## src/rtl/lkd_pkg.sv

```systemverilog
package lkd_pkg;
  // next value of the consecutive-high run counter, saturating at top
  function automatic int unsigned run_next(input int unsigned cur,
                                           input bit hi,
                                           input int unsigned top);
    if (!hi) return 0;
    if (cur >= top) return top;
    return cur + 1;
  endfunction

  // a run of length run satisfies a mask of length len (zero acts as one)
  function automatic bit run_done(input int unsigned run,
                                  input int unsigned len);
    return (run != 0) && (run >= len);
  endfunction
endpackage

```

## src/rtl/lkd_run_counter.sv

```systemverilog
module lkd_run_counter #(
  parameter int CNT_W = 16
) (
  input  logic             clk,
  input  logic             rst_n,
  input  logic             clr_i,
  input  logic             raw_i,
  output logic [CNT_W-1:0] run_q,
  output logic [CNT_W-1:0] run_nxt
);
  localparam int unsigned RUN_TOP = (32'd1 << CNT_W) - 32'd1;

  always_comb
    run_nxt = CNT_W'(lkd_pkg::run_next(32'(run_q), raw_i, RUN_TOP));

  always_ff @(posedge clk or negedge rst_n) begin
    if (!rst_n)     run_q <= '0;
    else if (clr_i) run_q <= '0;
    else            run_q <= run_nxt;
  end

  assert_restart_R3: assert property (@(posedge clk) disable iff (!rst_n)
    !raw_i |=> (run_q == '0));

  assert_stop_clear_R6: assert property (@(posedge clk) disable iff (!rst_n)
    clr_i |=> (run_q == '0));

  assert_saturate_R7: assert property (@(posedge clk) disable iff (!rst_n)
    (raw_i && !clr_i && 32'(run_q) == RUN_TOP) |=> (32'(run_q) == RUN_TOP));
endmodule

```

## src/rtl/lkd_hold_reg.sv

```systemverilog
module lkd_hold_reg #(
  parameter int CNT_W = 16
) (
  input  logic             clk,
  input  logic             rst_n,
  input  logic             clr_i,
  input  logic             raw_i,
  input  logic [CNT_W-1:0] mask_len_i,
  input  logic [CNT_W-1:0] run_q_i,
  input  logic [CNT_W-1:0] run_nxt_i,
  output logic             lock_q
);
  logic done_w;

  always_comb done_w = lkd_pkg::run_done(32'(run_nxt_i), 32'(mask_len_i));

  always_ff @(posedge clk or negedge rst_n) begin
    if (!rst_n)     lock_q <= 1'b0;
    else if (clr_i) lock_q <= 1'b0;
    else            lock_q <= raw_i & done_w;
  end

  assert_rise_after_run_R2: assert property (@(posedge clk) disable iff (!rst_n)
    $rose(lock_q) |-> (run_q_i != '0 && run_q_i >= $past(mask_len_i)));

  assert_fast_unlock_R4: assert property (@(posedge clk) disable iff (!rst_n)
    !raw_i |=> !lock_q);
endmodule

```

## src/rtl/lkd_out_sel.sv

```systemverilog
module lkd_out_sel (
  input  logic lock_q_i,
  input  logic raw_i,
  input  logic stop_i,
  input  logic mask_en_i,
  output logic lock_o
);
  always_comb lock_o = ~stop_i & (mask_en_i ? lock_q_i : raw_i);
endmodule

```

## src/rtl/phase_lock_debounce.sv

```systemverilog
module phase_lock_debounce #(
  parameter int CNT_W = 16
) (
  input  logic             clk,
  input  logic             rst_n,
  input  logic             stop_i,
  input  logic             raw_lock_i,
  input  logic [CNT_W-1:0] mask_len_i,
  input  logic             mask_en_i,
  output logic             lock_o
);
  logic [CNT_W-1:0] run_q;
  logic [CNT_W-1:0] run_nxt;
  logic             lock_q;

  lkd_run_counter #(.CNT_W(CNT_W)) u_cnt (
    .clk(clk), .rst_n(rst_n), .clr_i(stop_i), .raw_i(raw_lock_i),
    .run_q(run_q), .run_nxt(run_nxt));

  lkd_hold_reg #(.CNT_W(CNT_W)) u_hold (
    .clk(clk), .rst_n(rst_n), .clr_i(stop_i), .raw_i(raw_lock_i),
    .mask_len_i(mask_len_i), .run_q_i(run_q), .run_nxt_i(run_nxt),
    .lock_q(lock_q));

  lkd_out_sel u_sel (
    .lock_q_i(lock_q), .raw_i(raw_lock_i), .stop_i(stop_i),
    .mask_en_i(mask_en_i), .lock_o(lock_o));

  assert_stop_off_R6: assert property (@(posedge clk) disable iff (!rst_n)
    stop_i |=> !lock_q);
endmodule

```

## config.mk

```make
export PLATFORM = sky130hd
export DESIGN_NAME = phase_lock_debounce
export DESIGN_NICKNAME = d
export VERILOG_FILES = /design/src/rtl/lkd_pkg.sv /design/src/rtl/lkd_run_counter.sv /design/src/rtl/lkd_hold_reg.sv /design/src/rtl/lkd_out_sel.sv /design/src/rtl/phase_lock_debounce.sv
export SDC_FILE = /design/constraint.sdc
export NUM_CORES = 1
export LEC_CHECK = 0
export ABC_AREA = 1
export BUFFER_PORTS_ARGS = -buffer_cell sky130_fd_sc_hd__buf_2
export CAP_MARGIN = 20
export CORE_UTILIZATION = 58
export DETAILED_ROUTE_END_ITERATION = 10
export PLACE_DENSITY = 0.8
export SLEW_MARGIN = 20
export SYNTH_ARGS = -nofsm -noshare
export SYNTH_HDL_FRONTEND = slang
export SYNTH_HIERARCHICAL = 1
export SYNTH_SLANG_ARGS = --single-unit
export TNS_END_PERCENT = 50
```

## constraint.sdc

```tcl
create_clock -name clk -period 2.33 [get_ports clk]
set_input_delay 0 -clock clk [delete_from_list [all_inputs] [get_ports clk]]
set_output_delay 0 -clock clk [all_outputs]
set_load 0.1 [all_outputs]
```

==> metrics.yaml <==
wl_per_cell_um: 11.23
timing.fmax_mhz: 452.8
clk_pin_slew_ns: 0.10
overflow: 0
arrival_ns: 2.41
p_total_uw: 545.6
cts-buffers-inserted: 3
synth.area.top_cells: "dfrtp_1 (26%), nand2_1 (15%), ha_1 (13%)"
layout-drive-gt1-share_pct: 21.79
startpoint: "u_cnt/run_q[6]"
skew_ns: 0.004018
cp-start-kind: "flip-flop"
grt.total_usage_pct: 24.76
hold_viol: 0
syn_inst: 252
layout_common_cells: "nand2_1 (58), inv_1 (52), nor2_1 (35), buf_2 (21)"
cts_tree: "built"
grt_first_pass_wirelength_um: 5244
peakVddDrop_mv: 0.2791
fin_crit_sh_pct: 94.79
grt_max_degree: 19
crit_chain: "nand2_2 > nor2_4 > nand2_2 > nor2_4 > nand2_4 > nand3_1 > nand2_2 > inv_2 > ha_1 > nand2_2 > o21bai_1 > nand2_1 > a21oi_1 > nand3_1 > nand2_1 > inv_1"
final_common_cell: "nand2_1"
period_minus_slack_ns: 2.209
finalSetupViolations: 0
cpMaxStageDelayCell: "dfrtp_1"
dpl.hpwl_um: 2569
ys.flop_type: "dfrtp_1"
status: "completed"
gp_congestion: 0.8384
port_buffers: 21
grt_pass1_vias: 1334
clockRootBuffer: "clkbuf_4"
core_mm2: 0.002567
rows: 18
hold_class: "in2reg"
yosysTopAreaCellShare_pct: 26.15
final_area_mm2: 0.001898
dieWidth_um: 54.96
area_delta_synth_final_pct: 16.69
r2r-start: "u_cnt/run_q[6]"
dr.pass1.iters: 4
antennaDiodeCount: 0
maxSlewViolCount: 0
async_flop_share_pct: 100.0
slew_headroom_pct: 68.04
finalHoldWorstSlack_ns: 0.07825
syn_nets: 290
path_class: "reg2reg"
io_pins: 22
drt-total-wl_um: 3482
dr_total_vias: 1571
synth_edf_count: 0
clockBufferDepth: 2
synth_area_leader_cell: "dfrtp_1"
hold_start: "stop_i"
drv_cap: 0
avgSynthCellArea_um2: 6.455
cp_common_cell: "nand2_2"
vias_per_cell: 5.068
synth_cell_types: 27
p_leak_uw: 0.001225
post-route-drc-count: 0
ys_seq_area_share_pct: 26.15
cp-end-kind: "flip-flop"
nets: 319
cts_sinks: 17
ys_seq_elements: 17
start_util_pct: 63.35
critPathMaxFanout: 7
setup_tns_ns: 0
dr.first_iter.drc_count: 40
h-tree-depth: 1
antenna_found_initial: 0
synth.cell_area_mm2: 0.001627
power.density_mw_per_mm2: 287.4
ant_nets: 0
dieArea_mm2: 0.003020
yosysWarnings: 6
dpl_cell_area_mm2: 0.001764
clock_latency_ns: 0.30
die_h_um: 54.96
slowest_delay_ns: 0.44
worst_pin_slew_ns: 0.4828
worstPathRequired_ns: 2.53
[power by group]
| group | internal (µW) | total [µW] | switching, µW | leakage, µW |
|---|---|---|---|---|
| combinational | 31.2 | 84.3 | 53.1 | 0.000975 |
| clock | 66.7 | 163 | 96.6 | 0.0000150 |
| sequential | 296 | 298 | 1.47 | 0.000235 |
| total | 394 | 546 | 151 | 0.00122 |
[timing repair]
| action | CTS | global route |
|---|---|---|
| setup endpoints to repair | 0 | 1 |
| buffers inserted | 0 | 4 |
| hold buffers | 1 | 0 |
| resized for setup | 0 | 26 |
| hold endpoints to repair | 17 | 0 |
[flip-flops by register name, summed over array words and instances, names as in the netlist]
| signal | count |
|---|---|
| u_cnt/run_q | 16 |
| u_hold/lock_q | 1 |
[worst max-delay path, delay by kind of cell (launching register included)]
kind	cells	cell delay (ns)
simple gates	11	1.10
flops	1	0.44
compound gates	2	0.23
fa+ha+maj	1	0.25
buf+inv	2	0.11
[per-stage QoR]
stage          setup slack (ns)  std cells  util [%]
2_1_floorplan            0.2905        252         -
3_3_place_gp            0.03458        301     68.71
3_5_place_dp            0.03604        301     68.71
4_1_cts                0.004533        306     70.13
5_1_grt                -0.01992        310     73.93
6_report                 0.1214        310     73.93
[synthesized netlist by cell type (2+ instances only)]
cell	instances
nand2_1	63
inv_1	54
nor2_1	37
dfrtp_1	17
ha_1	17
nand3_1	15
o21ai_0	9
a21oi_1	5
nor2_2	5
xnor2_1	4
nor2_4	3
xor2_1	3
inv_2	2
nand2_2	2
nand4_1	2
nor3_2	2
or2_1	2
[routing by layer]
metal | global-route usage, % | vias up | wire, µm
li1 | - | 817 | -
met2 | 43.57 | 39 | 1679
met3 | 2.459 | 8 | 126
met4 | 10.00 | 0 | 67
met1 | 30.69 | 707 | 1609
met5 | 0 | - | 0
[path summary, 6_finish.rpt]
path                                    to  slack [ns]  cells after the start
min in group asynchronous  u_cnt/run_q[12]        0.17                      2
max in group asynchronous   u_cnt/run_q[2]        1.86                      2
hold / removal              u_cnt/run_q[9]        0.08                      2
setup / recovery             u_hold/lock_q        0.12                     16
setup reg to reg             u_hold/lock_q        0.12                     16
hold reg to reg            u_cnt/run_q[14]        0.67                      4
[kinds of logic after synthesis]
| logic type | count (synthesis) | share of synthesized area (%) |
|---|---|---|
| XOR/XNOR | 7 | 3.769 |
| AO/OA/AOI/OAI | 17 | 5.692 |
| flip-flops | 17 | 26.15 |
| buffers and inverters | 59 | 13.69 |
| AND/OR/NAND/NOR | 135 | 37.61 |
| adder cells (fa/ha/maj) | 17 | 13.08 |
[area by class of cell]
type / instances / area (µm²)
Fill cell: 244 / 669.4
Timing Repair Buffer: 27 / 152.6
Clock buffer: 4 / 26.28
Tap cell: 30 / 37.54
Sequential cell: 17 / 426.7
Inverter: 56 / 212.7
Multi-Input combinational cell: 176 / 1042
Power figures use the tool's default switching activity.
